[src/rtl/torus_rt_pkg.sv]
package torus_rt_pkg;
  localparam int NDIR = 6;
  localparam int NDIM = 3;
  typedef logic [NDIR-1:0] dir_mask_t;
  typedef logic [2:0]      dir_idx_t;
endpackage

[src/rtl/tr_hint_decode.sv]
module tr_hint_decode
  import torus_rt_pkg::*;
(
  input  dir_mask_t hints,
  input  logic      bcast,
  input  logic      hops_zero,
  output logic      err,
  output dir_mask_t cand,
  output logic      eject,
  output logic      esc_valid,
  output dir_idx_t  esc_dir
);
  logic [NDIM-1:0] pair_bad;
  logic            bcast_bad;

  genvar k;
  generate
    for (k = 0; k < NDIM; k++) begin : g_pair
      assign pair_bad[k] = hints[2*k] & hints[2*k+1];
    end
  endgenerate

  assign bcast_bad = bcast && ($countones(hints) != 1);
  assign err       = (|pair_bad) || bcast_bad;

  always_comb begin
    cand  = '0;
    eject = 1'b0;
    if (!err) begin
      if (bcast) begin
        eject = 1'b1;
        cand  = hops_zero ? '0 : hints;
      end else if (hints == '0) begin
        eject = 1'b1;
      end else begin
        cand = hints;
      end
    end
  end

  always_comb begin
    esc_dir = '0;
    for (int d = NDIR - 1; d >= 0; d--) begin
      if (cand[d]) esc_dir = 3'(d);
    end
  end
  assign esc_valid = |cand;
endmodule

[src/rtl/tr_bubble_check.sv]
module tr_bubble_check
  import torus_rt_pkg::*;
#(
  parameter int FW          = 5,
  parameter int MAX_PKT_TOK = 8
) (
  input  logic [NDIR*FW-1:0] free_flat,
  input  dir_idx_t           esc_dir,
  input  logic               esc_valid,
  input  logic [1:0]         in_dim,
  output logic               ok
);
  localparam int NEED_SAME = MAX_PKT_TOK;
  localparam int NEED_NEW  = 2 * MAX_PKT_TOK;

  logic [FW-1:0] sel_free;
  logic          same_dim;

  always_comb begin
    sel_free = '0;
    for (int d = 0; d < NDIR; d++) begin
      if (esc_dir == 3'(d)) sel_free = free_flat[d*FW +: FW];
    end
  end

  assign same_dim = (esc_dir[2:1] == in_dim);
  assign ok = esc_valid &&
              (int'(sel_free) >= (same_dim ? NEED_SAME : NEED_NEW));
endmodule

[src/rtl/tr_hop_update.sv]
module tr_hop_update
  import torus_rt_pkg::*;
#(
  parameter int CW = 4,
  parameter int HW = 4
) (
  input  dir_mask_t           hints,
  input  logic [NDIM*CW-1:0]  dest_flat,
  input  logic [NDIR*CW-1:0]  nbr_flat,
  input  logic                bcast,
  input  logic                esc_valid,
  input  dir_idx_t            esc_dir,
  input  logic [HW-1:0]       hops,
  output dir_mask_t           last_hop,
  output dir_mask_t           hints_next,
  output logic [HW-1:0]       hops_next
);
  genvar d;
  generate
    for (d = 0; d < NDIR; d++) begin : g_last
      assign last_hop[d] = hints[d] &&
        (nbr_flat[d*CW +: CW] == dest_flat[(d/2)*CW +: CW]);
    end
  endgenerate

  always_comb begin
    hints_next = hints;
    if (!bcast && esc_valid && last_hop[esc_dir]) hints_next[esc_dir] = 1'b0;
  end

  assign hops_next = (bcast && hops != '0) ? hops - 1'b1 : hops;
endmodule

[src/rtl/torus_route_unit.sv]
module torus_route_unit
  import torus_rt_pkg::*;
#(
  parameter int CW          = 4,
  parameter int HW          = 4,
  parameter int FW          = 5,
  parameter int MAX_PKT_TOK = 8
) (
  input  logic                clk,
  input  logic                rst,
  input  logic                in_valid,
  input  logic [5:0]          in_hints,
  input  logic [3*CW-1:0]     in_dest,
  input  logic                in_bcast,
  input  logic [HW-1:0]       in_hops,
  input  logic [1:0]          in_dim,
  input  logic [6*CW-1:0]     nbr_coord,
  input  logic [6*FW-1:0]     esc_free,
  output logic                out_valid,
  output logic                out_err,
  output logic [5:0]          out_cand,
  output logic                out_esc_valid,
  output logic [2:0]          out_esc_dir,
  output logic                out_esc_ok,
  output logic                out_eject,
  output logic [5:0]          out_last_hop,
  output logic [5:0]          out_hints,
  output logic [HW-1:0]       out_hops
);
  logic          c_err, c_eject, c_esc_valid, c_ok;
  dir_mask_t     c_cand, c_last, c_hints;
  dir_idx_t      c_dir;
  logic [HW-1:0] c_hops;

  tr_hint_decode u_dec (
    .hints(in_hints), .bcast(in_bcast), .hops_zero(in_hops == '0),
    .err(c_err), .cand(c_cand), .eject(c_eject),
    .esc_valid(c_esc_valid), .esc_dir(c_dir)
  );

  tr_bubble_check #(.FW(FW), .MAX_PKT_TOK(MAX_PKT_TOK)) u_bub (
    .free_flat(esc_free), .esc_dir(c_dir), .esc_valid(c_esc_valid),
    .in_dim(in_dim), .ok(c_ok)
  );

  tr_hop_update #(.CW(CW), .HW(HW)) u_hop (
    .hints(in_hints), .dest_flat(in_dest), .nbr_flat(nbr_coord),
    .bcast(in_bcast), .esc_valid(c_esc_valid), .esc_dir(c_dir),
    .hops(in_hops), .last_hop(c_last), .hints_next(c_hints),
    .hops_next(c_hops)
  );

  always_ff @(posedge clk) begin
    if (rst) begin
      out_valid     <= 1'b0;
      out_err       <= 1'b0;
      out_cand      <= '0;
      out_esc_valid <= 1'b0;
      out_esc_dir   <= '0;
      out_esc_ok    <= 1'b0;
      out_eject     <= 1'b0;
      out_last_hop  <= '0;
      out_hints     <= '0;
      out_hops      <= '0;
    end else begin
      out_valid <= in_valid;
      if (in_valid) begin
        out_err       <= c_err;
        out_cand      <= c_cand;
        out_esc_valid <= c_esc_valid;
        out_esc_dir   <= c_dir;
        out_esc_ok    <= c_ok;
        out_eject     <= c_eject;
        out_last_hop  <= c_last;
        out_hints     <= c_hints;
        out_hops      <= c_hops;
      end
    end
  end

  // one registered result per accepted header
  a_r1_valid_follow: assert property (@(posedge clk) disable iff (rst)
    in_valid |=> out_valid);
  a_r1_no_spurious: assert property (@(posedge clk) disable iff (rst)
    !in_valid |=> !out_valid);
  // a malformed header produces no routing
  a_r2_err_quiet: assert property (@(posedge clk) disable iff (rst)
    (out_valid && out_err) |-> (out_cand == '0 && !out_eject && !out_esc_valid && !out_esc_ok));
  // the escape direction is one of the candidates
  a_r4_esc_in_cand: assert property (@(posedge clk) disable iff (rst)
    (out_valid && out_esc_valid) |-> out_cand[out_esc_dir]);
  // permission needs a direction
  a_r5_ok_needs_esc: assert property (@(posedge clk) disable iff (rst)
    (out_valid && out_esc_ok) |-> out_esc_valid);
  // last hops come only from hints that were set
  a_r6_last_subset: assert property (@(posedge clk) disable iff (rst)
    out_valid |-> ((out_last_hop & ~$past(in_hints)) == '0));
  // a forwarded ejecting packet has one candidate
  a_r8_bcast_single: assert property (@(posedge clk) disable iff (rst)
    (out_valid && out_eject && out_cand != '0) |-> ($countones(out_cand) == 1));
endmodule

[config.mk]
export PLATFORM = sky130hd
export DESIGN_NAME = torus_route_unit
export DESIGN_NICKNAME = d
export VERILOG_FILES = /design/src/rtl/torus_rt_pkg.sv /design/src/rtl/tr_hint_decode.sv /design/src/rtl/tr_bubble_check.sv /design/src/rtl/tr_hop_update.sv /design/src/rtl/torus_route_unit.sv
export SDC_FILE = /design/constraint.sdc
export NUM_CORES = 1
export LEC_CHECK = 0
export ABC_CLOCK_PERIOD_IN_PS = 6700
export BUFFER_PORTS_ARGS = -buffer_cell sky130_fd_sc_hd__buf_2
export CAP_MARGIN = 5
export CORE_MARGIN = 2
export CORE_UTILIZATION = 45
export DETAILED_ROUTE_END_ITERATION = 8
export PLACE_DENSITY = 0.8
export RECOVER_POWER = 100
export SLEW_MARGIN = 20
export SYNTH_ARGS = -nofsm -noshare
export SYNTH_HDL_FRONTEND = slang
export SYNTH_SLANG_ARGS = --single-unit
[constraint.sdc]
create_clock -name clk -period 6.7 [get_ports clk]
set_input_delay 0.67 -clock clk [delete_from_list [all_inputs] [get_ports clk]]
set_output_delay 0.67 -clock clk [all_outputs]
set_load 0.01 [all_outputs]
==> qor.csv, run 1 <==
stage,metric,value,unit
route,drt_iter0_drc,151,
placement,placed_area,0.00272,sq mm
synthesis,netlist_instances,266,
layout,finalNetCount,464,
worst_setup_path,worstPathRequired,6.87,ns
worst_setup_path,worstSetupStartpointType,primary input,
synthesis,yosysSeqAreaShare,27.7,%
worst_setup_path,crit_type,in2reg,
synthesis,synth_top_area_share,27.7,%
worst_setup_path,crit_buf_inv,2,
worst_hold_path,hold_path.class,reg2reg,
synthesis,synthFlopType,dfxtp_1,
synthesis,syn_avg_cell_area,8.16,sq um
global_routing,grt_max_degree,39,
floorplanning,die_x,73.4,microns
global_routing,first_global_vias,2125,
floorplanning,dieHeight,73.4,microns
placement,gp_congestion,0.930,
worst_setup_path,cp.arrival,5.56,ns
worst_setup_path,slowest_delay,0.58,ns
timing,tns,0,ns
route,wl_per_cell,14.3,microns
global_routing,antenna_found_initial,0,
route,drt_wl_total,6060,microns
outcome,failed_checks,"max-capacitance violations, max-slew violations",
floorplanning,num_rows,25,
clocking,cts_setup_buffers,0,
clocking,cts_tree,yes,
clocking,cts_sinks,30,
clocking,ctsRootBufferMaster,clkbuf_8,
timing,holdWs,0.454,ns
synthesis,synthTopCellsByArea,"dfxtp_1 (28%), ha_1 (5.8%), mux2i_1 (5.5%), nor2_1 (5.2%), xnor2_1 (4.8%)",
global_routing,grt.total_usage,22.2,%
layout,multi_input_area,0.00141,sq mm
power,irDropWorstVdd,0.0000924,V
clocking,cts_buffers,5,
clocking,cts_hold_buf,0,
power,powerDensity,168,mW/mm^2
timing,setup_viol,0,
global_routing,overflow,0,
synthesis,synth_seq_cells,30,
route,drc_errors,0,
worst_setup_path,worstPathMaxFanout,12,
worst_setup_path,crit_path_top_delay_cell,or4b_1,
layout,fill_cells,479,
timing,worst_pin_slew,1.63,ns
timing,fmax,0.186,GHz
run,maxCapViolCount,1,
route,via_count,2298,
worst_setup_path,cp_cell_sequence,clkbuf_1 -> inv_1 -> ha_1 -> fa_1 -> ha_1 -> or4b_1 -> o21ai_0 -> nand3_2 -> mux2i_1 -> or3_1 -> a21oi_1 -> a311oi_1 -> ha_1 -> nand2b_1 -> a21oi_1 -> nor4bb_1 -> a32o_1,
timing,slew_violations,39,
clocking,insertion_delay,0.28,ns
timing,skew,0,ns
outcome,status,"complete, but fails checks",
layout,area_growth,26.5,%
synthesis,synth_cell_types,56,
timing,slew_headroom,-8.84,%
floorplanning,fp.coreArea,0.00469,sq mm
clocking,cts_max_path_buffers,2,
layout,seq_area,601,sq um
route,dr.pass1.iters,4,
layout,diodes,0,
global_routing,grt_first_pass_wirelength,9400,microns
timing,period_needed,5.38,ns
worst_setup_path,crit_family,simple AND/OR/NAND/NOR gates,
layout,final_cell_mix,"buf_2 (79), clkbuf_1 (33), nor2_1 (30), dfxtp_1 (30), a21oi_1 (20)",
timing,finalCritPeriodShare,80.4,%
synthesis,synth_enable_flop_cells,0,
floorplanning,initial_core_util,46.2,%
synthesis,netlist_area,0.00217,sq mm
synthesis,synth_fp_nets,360,
synthesis,yosysTopAreaCell,dfxtp_1,
timing,hold_violations,0,
timing,grt_setup_unrepaired,false,
layout,fin_area,0.00275,sq mm
layout,mostFrequentLayoutCell,buf_2,
clocking,htree_levels,2,
route,viasPerCell,5.41,
power,p_leak,0.00123,uW
worst_setup_path,cp_common_cell,ha_1,
floorplanning,io_pins,112,
worst_setup_path,critPathCaptureType,flop,
clocking,clk_pin_slew,0.06,ns
layout,drive_above_1_share,25.6,%
placement,dp_hpwl,4740,microns
route,postRouteAntennaNets,0,
synthesis,synth-async-reset-ratio,0,%
clocking,post_cts_resized,0,
placement,port_buffers,111,
synthesis,yosysWarnings,0,
floorplanning,die-area,0.00539,sq mm
[report_power, final]
group          internal [uW]  leakage, uW  switching, uW  total [uW]
clock network           82.7    0.0000482           65.6         148
registers                186     0.000245           3.71         190
logic                   55.5     0.000933           68.4         124
[sequential cells by signal, summed over array words and instances, names as in the netlist]
register / count
out_esc_ok: 1
out_esc_valid: 1
out_err: 1
out_cand: 6
out_esc_dir: 3
out_hints: 6
out_hops: 4
out_valid: 1
out_eject: 1
out_last_hop: 6
[cell type report]
| type | instances | area share, % |
|---|---|---|
| multi-input combinational | 206 | 51.4 |
| timing repair buffer | 111 | 18.8 |
| sequential | 30 | 21.9 |
| clock inverter | 1 | 0.182 |
| inverter | 16 | 2.19 |
| tap | 54 | 2.46 |
| clock buffer | 7 | 3.14 |
[cells in the mapped netlist, drive strengths merged, types with 3 or more instances]
master,count
a21oi,20
a211oi,5
clkbuf,5
a32o,3
nand2b,10
inv,15
xor2,9
nor3,11
dfxtp,30
buf,9
mux2i,12
xnor2,12
nor4,4
nand3,16
nor2,30
or3,3
o21ai,9
o22ai,4
ha,10
nand2,13
[cell families after synthesis]
kind of cell    Yosys count  synth area share (%)
fa+ha+maj                12                  7.61
compound gates           56                  18.9
xor+xnor                 21                  8.48
buf+inv                  30                  5.94
simple gates            105                  25.9
flops                    30                  27.7
mux                      12                  5.54
[final timing paths]
| check | from | endpoint | slack [ns] | cells past startpoint |
|---|---|---|---|---|
| worst max register to register | out_hints[3] | out_hints[3] | 5.73 | 3 |
| worst min-delay path | out_hints[5] | out_hints[5] | 0.45 | 1 |
| worst max-delay path | in_hints[2] | out_esc_ok | 1.32 | 17 |
| worst min register to register | out_hints[5] | out_hints[5] | 0.45 | 1 |
[through the flow]
stage | instances | worst slack, ns | power [uW] | util, %
6_report | 425 | 1.32 | 462 | 58.5
4_1_cts | 425 | 2.18 | 472 | 60.0
5_1_grt | 425 | 1.01 | 488 | 58.5
2_1_floorplan | 266 | 2.31 | 273 | -
3_5_place_dp | 417 | 1.88 | 323 | 58.1
3_3_place_gp | 417 | 2.01 | 318 | 58.1
[routing by layer]
| layer | vias to the layer above | track usage (%) | wire length [microns] |
|---|---|---|---|
| li1 | 1155 | - | - |
| met1 | 1045 | 28.6 | 2660 |
| met2 | 89 | 36.3 | 2940 |
| met3 | 9 | 5.08 | 374 |
| met4 | 0 | 7.47 | 82 |
| met5 | - | 0 | 0 |
Note: power is estimated with default switching activity, not from simulation.
==> inputs of run 2 (changes only) <==
ABC_AREA = 1   (was not set)
ABC_CLOCK_PERIOD_IN_PS = 4500   (was 6700)
CORE_UTILIZATION = 42   (was 45)
PLACE_DENSITY = 0.77   (was 0.8)
clock period = 4.5 ns   (was 6.7 ns; I/O delays follow)
==> qor.csv, run 2 <==
stage,metric,value,unit
floorplanning,die_x,77.0,microns
synthesis,synth_seq_cells,30,
clocking,cts_max_path_buffers,2,
synthesis,yosysMostFrequentCell,nand2_1,
worst_setup_path,worstPathRequired,4.68,ns
timing,finalCritPeriodShare,88.9,%
floorplanning,dieHeight,77.0,microns
global_routing,grt_max_degree,38,
clocking,post_cts_resized,0,
route,viasPerCell,5.05,
timing,grt_setup_unrepaired,false,
timing,fmax,0.250,GHz
route,drc_errors,0,
timing,skew,0,ns
timing,tns,0,ns
layout,mostFrequentLayoutCell,buf_2,
worst_setup_path,cp_cell_sequence,clkbuf_1 -> inv_1 -> ha_1 -> fa_1 -> ha_1 -> nor2_2 -> nand2_2 -> a21oi_4 -> o211ai_1 -> nand2_1 -> nand2_1 -> nand2_1 -> inv_2 -> a221oi_1 -> nand3_1 -> ha_1 -> a21oi_1 -> nand2_1 -> nand2_1 -> a21oi_1,
outcome,status,finished clean,
synthesis,synthTopCellsByCount,"nand2_1 (59), inv_1 (39), nand3_1 (34), dfxtp_1 (30), a21oi_1 (24)",
worst_setup_path,cp.arrival,4.18,ns
layout,reg_top3,"out_cand (6), out_hints (6), out_last_hop (6)",
power,p_leak,0.00149,uW
power,power.net_switching,275,uW
layout,drive_above_1_share,25.3,%
worst_setup_path,critPathCaptureType,flop,
worst_setup_path,crit_type,in2reg,
clocking,insertion_delay,0.28,ns
synthesis,synth_enable_flop_cells,0,
run,maxCapViolCount,0,
placement,gp_congestion,0.899,
clocking,ctsRootBufferMaster,clkbuf_8,
floorplanning,initial_core_util,43.8,%
route,wl_per_cell,12.9,microns
route,postRouteAntennaNets,0,
timing,setup_viol,0,
timing,period_needed,4.00,ns
layout,diodes,0,
synthesis,netlist_area,0.00224,sq mm
synthesis,synth_cell_types,41,
power,irDropWorstVdd,0.000157,V
placement,dp_hpwl,5270,microns
floorplanning,num_rows,26,
synthesis,yosysWarnings,0,
synthesis,synthTopCellsByArea,"dfxtp_1 (27%), nand2_1 (9.9%), nand3_1 (7.6%), inv_1 (6.5%), ha_1 (5.6%)",
clocking,cts_setup_buffers,0,
clocking,cts_hold_buf,0,
floorplanning,fp.coreArea,0.00511,sq mm
placement,port_buffers,111,
worst_hold_path,hold_path.class,in2reg,
power,power,898,uW
worst_setup_path,slowest_delay,0.41,ns
global_routing,grt.total_usage,22.6,%
clocking,htree_levels,2,
worst_setup_path,worstPathMaxFanout,10,
worst_setup_path,cp_common_cell,nand2_1,
layout,finalNetCount,524,
layout,area_growth,31.2,%
placement,preCtsSetupSlack,0.399,ns
timing,slew_violations,0,
worst_hold_path,whs_path_depth,3,
layout,final_cell_mix,"buf_2 (79), nand2_1 (61), inv_1 (39), nand3_1 (34), clkbuf_1 (32)",
floorplanning,io_pins,112,
power,clkPwrFrac,38.3,%
clocking,cts_sinks,30,
global_routing,overflow,0,
clocking,cts_tree,yes,
route,via_count,2532,
route,dr.pass1.iters,4,
synthesis,synth-async-reset-ratio,0,%
worst_setup_path,worstSetupStartpointType,primary input,
timing,worst_pin_slew,0.609,ns
global_routing,grt_first_pass_wirelength,10800,microns
synthesis,synth_fp_nets,415,
clocking,cts_buffers,5,
synthesis,netlist_instances,321,
worst_setup_path,rr_worst_depth,2,
worst_setup_path,crit_path_top_delay_cell,fa_1,
route,drt_iter0_drc,146,
timing,setup_slack,0.500,ns
synthesis,yosysTopAreaCell,dfxtp_1,
power,power_frac_comb,29.4,%
floorplanning,die-area,0.00592,sq mm
route,drt_wl_total,6470,microns
synthesis,synth_top_area_share,26.9,%
timing,hold_violations,0,
synthesis,yosysSeqAreaShare,26.9,%
power,powerDensity,306,mW/mm^2
power,pwr-share-seq,32.3,%
global_routing,first_global_vias,2483,
synthesis,syn_avg_cell_area,6.97,sq um
clocking,clk_pin_slew,0.07,ns
global_routing,antenna_found_initial,0,
synthesis,synthFlopType,dfxtp_1,
power,sw_frac_of_total,30.6,%
timing,slew_headroom,59.3,%
power,p_int,623,uW
[run 2: worst paths after layout]
path                         from              end  slack [ns]
setup reg to reg  out_last_hop[4]  out_last_hop[4]        3.85
setup / recovery      in_hints[2]       out_esc_ok        0.50
hold / removal         in_hops[0]      out_hops[0]        0.43
hold reg to reg      out_hints[2]     out_hints[2]        0.47
[run 2: cell families after synthesis]
group	synth area share, %
XOR/XNOR	5.88
buffers and inverters	9.40
AO/OA/AOI/OAI	20.7
AND/OR/NAND/NOR	29.8
flip-flops	26.9
adder cells (fa/ha/maj)	7.39
[run 2: power by group through the flow]
stage          clock network [uW]  registers [uW]  logic, uW
6_report                      344             290        264
5_1_grt                       358             291        296
4_1_cts                       348             289        271
3_5_place_dp                    0             295        270
3_3_place_gp                    0             295        261
2_1_floorplan                   0             303        167
[run 2: worst max-delay path, delay by kind of cell]
family / cells / cell delay [ns]
compound gates: 5 / 1.07
buf+inv: 3 / 0.43
simple gates: 8 / 0.87
fa+ha+maj: 4 / 1.36
[run 2: routing by layer]
| metal | global-route usage (%) | vias up | part of all wire (%) |
|---|---|---|---|
| met1 | 26.3 | 1131 | 41 |
| met3 | 5.65 | 18 | 7.5 |
| met2 | 38.6 | 94 | 49 |
| li1 | - | 1289 | - |
| met4 | 11.3 | 0 | 2.9 |
| met5 | 0 | - | 0 |
[run 2: per-stage QoR]
stage                     hold slack [ns]  instances  area (sq um)  util (%)
after floorplan                     0.490        321          2240         -
after global placement              0.454        493          2840      55.7
after detailed placement            0.454        493          2840      55.7
after CTS                           0.441        501          2990      58.5
after global routing                0.437        501          2930      57.4
final                               0.426        501          2930      57.4
[run 2: layout make-up]
class | instances | area (sq um)
fill | 507 | 2170
multi-input combinational | 236 | 1410
sequential | 30 | 601
timing repair buffer | 111 | 515
inverter | 46 | 175
tap | 70 | 87.6
clock buffer | 6 | 82.6
clock inverter | 2 | 60.1
